--- src/rtl/pcm_frame_rx.sv ---
module pcm_frame_rx #(
  parameter int LANES = 3,
  parameter int OW    = 24
) (
  input  logic                  clk,
  input  logic                  rst_n,
  input  logic                  sck,
  input  logic                  ws,
  input  logic [LANES-1:0]      sd,
  input  logic [2:0]            fmt,
  input  logic [1:0]            wlen,
  output logic [LANES-1:0]      smp_vld,
  output logic                  smp_right,
  output logic [LANES*OW-1:0]   smp_data
);
  localparam int PW = 9;
  localparam logic [PW-1:0] PSAT = {PW{1'b1}};
  localparam int HALF_ST = 32;
  localparam int SLOT_A  = 32;
  localparam int SLOT_B  = 20;
  localparam int PK_SLOTS = 3;
  localparam logic [2:0] F_I2S = 3'd0, F_RJ = 3'd1, F_DSP = 3'd2, F_LJ = 3'd3,
                         F_PA  = 3'd4, F_PB = 3'd5;

  logic [2:0]       sck_q;
  logic [1:0]       ws_q;
  logic [LANES-1:0] sd_q0, sd_q1;
  logic             ws_prev, seen;
  logic [PW-1:0]    pos;

  always_ff @(posedge clk) begin
    if (!rst_n) begin
      sck_q <= '0; ws_q <= '0; sd_q0 <= '0; sd_q1 <= '0;
    end else begin
      sck_q <= {sck_q[1:0], sck};
      ws_q  <= {ws_q[0], ws};
      sd_q0 <= sd;
      sd_q1 <= sd_q0;
    end
  end

  wire rise = sck_q[1] & ~sck_q[2];
  wire wsn  = ws_q[1];

  logic [PW-1:0] wbits;
  always_comb begin
    case (wlen)
      2'd0:    wbits = PW'(24);
      2'd1:    wbits = PW'(20);
      2'd2:    wbits = PW'(16);
      default: wbits = '0;
    endcase
  end

  wire packed_m = (fmt == F_PA) || (fmt == F_PB);
  wire stereo_m = (fmt <= F_LJ);
  wire cfg_ok   = (wlen != 2'd3) && (fmt <= F_PB) && !(fmt == F_PB && wlen == 2'd0);
  wire lvl_left = !((fmt == F_I2S) || (fmt == F_PB));
  wire ws_edge  = seen & ((fmt == F_DSP) ? (wsn & ~ws_prev) : (wsn ^ ws_prev));
  wire [PW-1:0] cur = ws_edge ? '0 : pos;
  wire side = (fmt == F_DSP) ? (cur >= wbits) : (wsn != lvl_left);

  always_ff @(posedge clk) begin
    if (!rst_n) begin
      ws_prev <= 1'b0; seen <= 1'b0; pos <= PSAT;
    end else if (rise) begin
      seen    <= 1'b1;
      ws_prev <= wsn;
      if (ws_edge)          pos <= PW'(1);
      else if (pos != PSAT) pos <= pos + PW'(1);
    end
  end

  logic [LANES-1:0] lastv;

  for (genvar g = 0; g < LANES; g++) begin : g_lane
    logic [PW-1:0] st;
    logic [OW-1:0] sh, dat_l, nxt;
    logic signed [OW-1:0] al, ext;
    logic [PW-1:0] sha;
    logic vld_l, bitin, inwin, last;

    always_comb begin
      case (fmt)
        F_I2S:   st = PW'(1);
        F_LJ:    st = '0;
        F_RJ:    st = PW'(HALF_ST) - wbits;
        F_DSP:   st = side ? wbits : '0;
        F_PA:    st = PW'(g * SLOT_A + 1);
        F_PB:    st = PW'(g * SLOT_B);
        default: st = '0;
      endcase
    end

    assign bitin = packed_m ? sd_q1[0] : sd_q1[g];
    assign inwin = cfg_ok && !(packed_m && g >= PK_SLOTS)
                   && (cur >= st) && (cur < st + wbits);
    assign last  = inwin && (cur == st + wbits - PW'(1));
    assign nxt   = {sh[OW-2:0], bitin};
    assign sha   = PW'(OW) - wbits;
    assign al    = nxt << sha;
    assign ext   = al >>> sha;

    always_ff @(posedge clk) begin
      if (!rst_n) begin
        sh <= '0; dat_l <= '0; vld_l <= 1'b0;
      end else begin
        vld_l <= rise & last;
        if (rise & inwin) sh <= nxt;
        if (rise & last)  dat_l <= ext;
      end
    end

    assign lastv[g]              = last;
    assign smp_vld[g]            = vld_l;
    assign smp_data[g*OW +: OW]  = dat_l;

    AST_SEXT_16: assert property (@(posedge clk) disable iff (!rst_n)
      (vld_l && $past(wlen) == 2'd2) |-> (dat_l[OW-1:15] == '0 || dat_l[OW-1:15] == '1));
  end

  always_ff @(posedge clk) begin
    if (!rst_n)              smp_right <= 1'b0;
    else if (rise && |lastv) smp_right <= side;
  end

  AST_BAD_CFG_SILENT: assert property (@(posedge clk) disable iff (!rst_n)
    !$past(cfg_ok) |-> smp_vld == '0);
  AST_STEREO_LOCKSTEP: assert property (@(posedge clk) disable iff (!rst_n)
    (stereo_m && smp_vld != '0) |-> smp_vld == '1);
  AST_PACKED_ONE_LANE: assert property (@(posedge clk) disable iff (!rst_n)
    packed_m |-> $onehot0(smp_vld));
  AST_STROBE_PULSE: assert property (@(posedge clk) disable iff (!rst_n)
    smp_vld != '0 |=> smp_vld == '0);
  AST_DATA_HELD: assert property (@(posedge clk) disable iff (!rst_n)
    smp_vld == '0 |-> $stable(smp_data));
endmodule

--- config.mk ---
export PLATFORM = sky130hd
export DESIGN_NAME = pcm_frame_rx
export DESIGN_NICKNAME = d
export VERILOG_FILES = /design/src/rtl/pcm_frame_rx.sv
export SDC_FILE = /design/constraint.sdc
export NUM_CORES = 1
export LEC_CHECK = 0
export CAP_MARGIN = 20
export CORE_MARGIN = 3
export CORE_UTILIZATION = 60
export CTS_BUF_LIST = sky130_fd_sc_hd__clkbuf_16
export CTS_CLUSTER_SIZE = 40
export DETAILED_ROUTE_END_ITERATION = 7
export MAX_ROUTING_LAYER = met4
export PLACE_DENSITY = 0.87
export REMOVE_ABC_BUFFERS = 1
export SLEW_MARGIN = 25
export SYNTH_ARGS = -nofsm -noshare
export SYNTH_HDL_FRONTEND = slang
export SYNTH_SLANG_ARGS = --single-unit
--- constraint.sdc ---
create_clock -name clk -period 13.71 [get_ports clk]
set_input_delay 2.0565 -clock clk [delete_from_list [all_inputs] [get_ports clk]]
set_output_delay 2.0565 -clock clk [all_outputs]
set_load 0.02 [all_outputs]
==> impl_metrics.env, run 1 <==
export IMPL_synthAdderAreaFrac_pct=6.854
export IMPL_cp_arrival_ps=9960
export IMPL_pre_cts_slack_ps=3691
export IMPL_crit_type="input pin to flop"
export IMPL_rows=43
export IMPL_p_seq_share_pct=44.3
export IMPL_relSlewSlack_pct=31.97
export IMPL_grt_start_max_net_pins=104
export IMPL_start_util_pct=62.01
export IMPL_synthSimpleGateAreaFrac_pct=20.49
export IMPL_n_antenna_cell=0
export IMPL_avgViaCountPerCell=5.884
export IMPL_cts_resized_gates=0
export IMPL_io_buffers=87
export IMPL_route_detailed_drc=0
export IMPL_cp_max_fo=29
export IMPL_hp_class="flop to flop"
export IMPL_synth_compound_area_share_pct=12.96
export IMPL_power_density_nw_per_um2=109.2
export IMPL_rrSetupSlack_ps=6210
export IMPL_clock_latency_ps=440
export IMPL_grt_pass1_vias=6950
export IMPL_dr_pass1_iters=5
export IMPL_setup_viol=0
export IMPL_dieArea_sq_um=15990
export IMPL_critPathLaunchType="input pin"
export IMPL_switching_share_pct=28.41
export IMPL_switching_power_mw=0.3171
export IMPL_critPathRequiredTime_ps=14040
export IMPL_pwr_share_clk_pct=44.0
export IMPL_yosysWarnings=0
export IMPL_maxCapViolations=0
export IMPL_layout_drive_gt1_share_pct=6.303
export IMPL_max_freq_mhz=103.9
export IMPL_yosys_register_bits=167
export IMPL_grt_pass1_wl_microns=35200
export IMPL_total_power_mw=1.116
export IMPL_comb_power_share_pct=11.7
export IMPL_grt_overflow=0
export IMPL_synth_cell_types=74
export IMPL_synth_area_per_cell_sq_um=8.664
export IMPL_path_clk_slew_ps=70
export IMPL_p_int_mw=0.7992
export IMPL_nets=1107
export IMPL_gp_congestion=1.035
export IMPL_period_minus_slack_ps=9625
export IMPL_yosysMostFrequentCell="dfxtp_1"
export IMPL_vias=7314
export IMPL_wirelength_microns=21940
export IMPL_synth_top_family_by_area="simple AND/OR/NAND/NOR gates"
export IMPL_grt_antenna_before_repair=0
export IMPL_cts_setup_buffers=0
export IMPL_tns_ps=0
export IMPL_dp_hpwl_microns=14710
export IMPL_p_leak_nw=4.302
export IMPL_hold_buffers=0
export IMPL_cts_sinks=167
export IMPL_cts_tree="done"
export IMPL_peakVddDrop_uv=103.6
export IMPL_wl_per_cell_microns=17.65
export IMPL_outcome="completed"
export IMPL_drt_iter0_drc=708
export IMPL_fp_dieH_microns=126.5
export IMPL_hold_viol=0
export IMPL_synthTopCellsByArea="dfxtp_1, mux2i_1, nor2_1, ha_1, and2_1"
export IMPL_cts_root_buf="clkbuf_16"
export IMPL_post_route_period_util_pct=70.20
export IMPL_synth_flop_cell="dfxtp_1"
export IMPL_synth_area_leader_cell="dfxtp_1"
export IMPL_hold_ws_ps=435.9
export IMPL_syn_area_sq_um=8707
export IMPL_setup_slack_ps=4085
export IMPL_htreeDepth=4
export IMPL_area_growth_pct=17.37
export IMPL_synth_mux_area_fraction_pct=13.25
export IMPL_synth_xor_area_share_pct=2.615
export IMPL_clk_path_buf_depth=2
export IMPL_yosysSeqAreaShare_pct=38.40
export IMPL_postRouteAntennaNets=0
export IMPL_synth_top_area_share_pct=38.40
export IMPL_rsz0062_at_grt="false"
export IMPL_worst_pin_slew_ps=1020
export IMPL_io_pins=88
export IMPL_fp_dieW_microns=126.5
export IMPL_cts_inserted_buffers=17
export IMPL_drv_slew=0
export IMPL_cp_end_kind="flop"
export IMPL_track_usage_pct=27.79
export IMPL_netlist_top_cells_count="dfxtp_1, nor2_1, mux2i_1"
export IMPL_synthCells=1005
export IMPL_core_area_sq_um=14040
export IMPL_synth_edff_count=0
export IMPL_synthArstFlopShare_pct=0
export IMPL_clock_skew_ps=10.97
worst max-delay path: stages:
cell	delay, ps
clkdlybuf4s50_1	760
or3b_4	570
a22oi_4	520
nand2_2	220
inv_1	270
a221oi_1	120
o21ai_0	220
nand4_1	230
a211o_1	400
inv_1	90
nor2_1	60
inv_1	70
ha_1	150
inv_1	50
fa_1	390
nor2b_1	160
o221ai_1	220
ha_1	350
nor3b_1	140
a2111oi_0	470
nor2b_4	860
nand3_2	850
and3_1	490
a31o_2	240
path summary, 6_finish.rpt:
path         startpoint        end  depth (start not counted)
max              fmt[2]  smp_right                         24
min            sd_q0[1]   sd_q1[1]                          1
max reg2reg     ws_q[1]  smp_right                         24
min reg2reg    sd_q0[1]   sd_q1[1]                          1
sequential cells by signal, indices dropped and copies added (netlist names):
register	flops
seen	1
g_lane.sh	69
g_lane.vld_l	3
ws_prev	1
ws_q	2
pos	9
smp_right	1
sck_q	3
sd_q0	3
g_lane.dat_l	72
sd_q1	3
layout by cell type, fill, tap and decap left out, types with 3 or more instances in the layout:
| cell type | count |
|---|---|
| a211oi_1 | 11 |
| fa_1 | 3 |
| o311ai_0 | 3 |
| o21ai_1 | 3 |
| xnor2_1 | 21 |
| nand3b_1 | 4 |
| xor2_1 | 5 |
| o2111ai_1 | 4 |
| a221oi_1 | 5 |
| a211o_1 | 3 |
| o2111a_1 | 3 |
| and3_1 | 4 |
| o211ai_1 | 9 |
| inv_1 | 39 |
| nand4_1 | 4 |
| nand2_1 | 69 |
| nor2b_1 | 11 |
| clkbuf_16 | 17 |
| clkinv_8 | 3 |
| nor3_1 | 14 |
| nor2_1 | 151 |
| a21oi_1 | 53 |
| a21o_1 | 8 |
| nand2b_1 | 5 |
| o21ai_0 | 29 |
| clkdlybuf4s50_1 | 87 |
| a31oi_1 | 12 |
| nand3_1 | 29 |
| or2_2 | 6 |
| dfxtp_1 | 167 |
| inv_8 | 4 |
| a311oi_1 | 3 |
| mux2i_1 | 113 |
| clkinv_4 | 4 |
| o21a_1 | 8 |
| or3_1 | 4 |
| ha_1 | 42 |
| and2_1 | 43 |
| buf_4 | 7 |
cell type report:
type                            instances  area (sq um)
Inverter                               41         156.4
Timing Repair Buffer                   95         950.9
Tap cell                              180         225.2
Multi-Input combinational cell        728          4935
Clock inverter                         15         183.9
Fill cell                            1026          3822
Clock buffer                           17         425.4
Sequential cell                       167          3343
logic make-up after synthesis:
logic type,count (synthesis)
buf+inv,110
other cells,1
mux,115
xor+xnor,26
flops,167
compound gates,171
fa+ha+maj,46
simple gates,369
layer usage:
layer	vias to the layer above	global-route usage, %	routed length (microns)
met3	60	5.305	1341
met2	247	42.40	10070
met5	-	-	0
met4	0	11.23	805
li1	3570	-	-
met1	3437	36.48	9725
power by group through the flow:
stage               logic [mW]  clock network, mW  registers, mW
CTS                      0.128              0.494          0.494
floorplan               0.0903                  0          0.503
finish                   0.131              0.491          0.494
detailed placement       0.127                  0          0.505
global placement         0.127                  0          0.505
global route             0.143              0.516          0.494
stage by stage:
step | instance area [sq um] | util [%] | instances
floorplan | 8392 | - | 936
global placement | 9583 | 68.24 | 1210
detailed placement | 9583 | 68.24 | 1210
CTS | 10190 | 72.58 | 1242
global route | 10220 | 72.78 | 1243
finish | 10220 | 72.78 | 1243
Note: power is estimated with default switching activity, not from simulation.
==> run 2, diff against run 1 <==
--- a/config.mk
+++ b/config.mk
@@ -7,12 +7,12 @@
 export LEC_CHECK = 0
 export CAP_MARGIN = 20
 export CORE_MARGIN = 3
-export CORE_UTILIZATION = 60
+export CORE_UTILIZATION = 52
 export CTS_BUF_LIST = sky130_fd_sc_hd__clkbuf_16
 export CTS_CLUSTER_SIZE = 40
 export DETAILED_ROUTE_END_ITERATION = 7
 export MAX_ROUTING_LAYER = met4
-export PLACE_DENSITY = 0.87
+export PLACE_DENSITY = 0.81
 export REMOVE_ABC_BUFFERS = 1
 export SLEW_MARGIN = 25
 export SYNTH_ARGS = -nofsm -noshare
==> constraint.sdc (replaced) <==
create_clock -name clk -period 8 [get_ports clk]
set_input_delay 1.2 -clock clk [delete_from_list [all_inputs] [get_ports clk]]
set_output_delay 1.2 -clock clk [all_outputs]
set_load 0.02 [all_outputs]
==> run 2 against run 1 <==
Effect of this change: sequential share of layout area fell by 0.38 points; cell area rose by 1.2%; clock skew fell by 0.87 ps; highest routed layer unchanged; core utilization fell by 8.6 points; via count fell by 1.2%; largest power group unchanged.
==> impl_metrics.env, run 2 (same netlist as run 1, synthesis figures left out) <==
export IMPL_worst_pin_slew_ps=992.0
export IMPL_fp_dieH_microns=135.4
export IMPL_track_usage_pct=24.77
export IMPL_setup_viol=0
export IMPL_outcome="completed"
export IMPL_dp_hpwl_microns=15180
export IMPL_core_area_sq_um=16120
export IMPL_drt_iter0_drc=597
export IMPL_min_delay_worst_endpoint="sd_q1[2]"
export IMPL_total_power_mw=1.901
export IMPL_io_pins=88
export IMPL_dieArea_sq_um=18330
export IMPL_crit_type="input pin to flop"
export IMPL_vias=7223
export IMPL_grt_start_max_net_pins=102
export IMPL_peakVddDrop_uv=142.5
export IMPL_regMostFlops="g_lane.dat_l"
export IMPL_drv_slew=0
export IMPL_setup_slack_ps=824.8
export IMPL_clock_latency_ps=430
export IMPL_cts_setup_buffers=0
export IMPL_hold_buffers=0
export IMPL_hold_viol=0
export IMPL_layout_commonest_cell="dfxtp_1"
export IMPL_relSlewSlack_pct=33.87
export IMPL_instances_no_fill=1291
export IMPL_wl_per_cell_microns=16.67
export IMPL_dpl_cell_count=1259
export IMPL_cp_end_kind="flop"
export IMPL_grt_overflow=0
export IMPL_r2r_cells=23
export IMPL_postRouteAntennaNets=0
export IMPL_power_density_nw_per_um2=183.9
export IMPL_n_antenna_cell=0
export IMPL_p_leak_nw=4.352
export IMPL_nets=1119
export IMPL_maxCapViolations=0
export IMPL_cts_inserted_buffers=17
export IMPL_dr_pass1_iters=5
export IMPL_fp_dieW_microns=135.4
export IMPL_layout_common_cells="dfxtp_1, nor2_1, mux2i_1"
export IMPL_rrSetupSlack_ps=1810
export IMPL_wirelength_microns=21520
export IMPL_path_clk_slew_ps=60
export IMPL_reg2reg_from="ws_q[1]"
export IMPL_io_buffers=87
export IMPL_route_detailed_drc=0
export IMPL_htreeDepth=4
export IMPL_area_growth_pct=18.74
export IMPL_cp_arrival_ps=7450
export IMPL_min_from="sd_q0[2]"
export IMPL_hp_class="flop to flop"
export IMPL_clock_skew_ps=10.10
export IMPL_rsz0062_at_grt="false"
export IMPL_grt_pass1_wl_microns=35420
export IMPL_tns_ps=0
export IMPL_top_regs="g_lane.dat_l (72), g_lane.sh (69), pos (9)"
export IMPL_grt_antenna_before_repair=0
export IMPL_grt_pass1_vias=6933
export IMPL_cp_max_fo=24
export IMPL_cts_root_buf="clkbuf_16"
export IMPL_cts_sinks=167
export IMPL_cts_tree="done"
export IMPL_pre_cts_slack_ps=440.7
export IMPL_worstHoldPathCells=1
export IMPL_max_freq_mhz=139.4
export IMPL_critPathRequiredTime_ps=8270
export IMPL_critPathLaunchType="input pin"
export IMPL_layout_drive_gt1_share_pct=6.977
export IMPL_post_route_period_util_pct=89.69
export IMPL_period_minus_slack_ps=7175
export IMPL_start_util_pct=54.03
export IMPL_avgViaCountPerCell=5.595
export IMPL_hold_ws_ps=431.1
export IMPL_gp_congestion=1.033
export IMPL_clk_path_buf_depth=2
export IMPL_r2r_end="g_lane[2].dat_l[23]"
export IMPL_cts_resized_gates=0
export IMPL_rows=46
export IMPL_largest_reg_flops=72
==> run 2: final cells by class <==
cell class / instances / area [sq um]
fillers: 1363 / 5777
multi-input cells: 728 / 4935
flip-flops and latches: 167 / 3343
repair buffers: 107 / 1033
clock buffers: 17 / 425.4
well taps: 216 / 270.3
clock inverters: 15 / 175.2
inverters: 41 / 156.4
==> run 2: power breakdown <==
part           internal [mW]  switching (mW)  total (mW)
Combinational         0.0866           0.139       0.225
Clock                  0.492           0.337       0.829
Sequential             0.837          0.0105       0.847
Total                   1.42           0.486        1.90
==> run 2: how the worst max path moves through the flow <==
stage          startpoint                   to  slack, ps  cells after the start
6_report           fmt[1]  g_lane[2].dat_l[23]        820                     22
5_1_grt            fmt[1]   g_lane[2].dat_l[8]        280                     22
4_1_cts            fmt[1]  g_lane[2].dat_l[13]        870                     22
3_5_place_dp       fmt[1]  g_lane[2].dat_l[13]        440                     22
3_3_place_gp       fmt[1]  g_lane[2].dat_l[17]        560                     22
2_1_floorplan      fmt[0]  g_lane[0].dat_l[23]      -2210                     23
==> run 2: metrics by stage <==
stage | cell area [sq um] | utilization (%)
floorplan | 8392 | -
global placement | 9738 | 60.43
detailed placement | 9738 | 60.43
CTS | 10340 | 64.15
global route | 10340 | 64.15
finish | 10340 | 64.15
==> run 2: metal layers <==
layer | routed length, microns | GRT usage (%) | vias to the layer above
met1 | 9762 | 33.09 | 3373
met3 | 1418 | 5.349 | 46
met2 | 9788 | 37.56 | 225
met4 | 554 | 8.175 | 0
met5 | 0 | - | -
li1 | - | - | 3579
==> run 2: critical path, stage by stage <==
cell and delay, ps:
clkdlybuf4s50_1 680, or3b_4 460, a22oi_4 190, nand2_1 90, ha_1 300, a221oi_1 250, o21ai_0 160, nand4_1 200
nor2_1 70, o21ai_0 530, nand2_1 220, fa_1 610, or2_2 370, nor2_1 160, xnor2_1 260, xnor2_1 180
nand4b_1 100, and3_1 220, or4_1 610, buf_4 310, mux2i_1 200, nor2_1 60
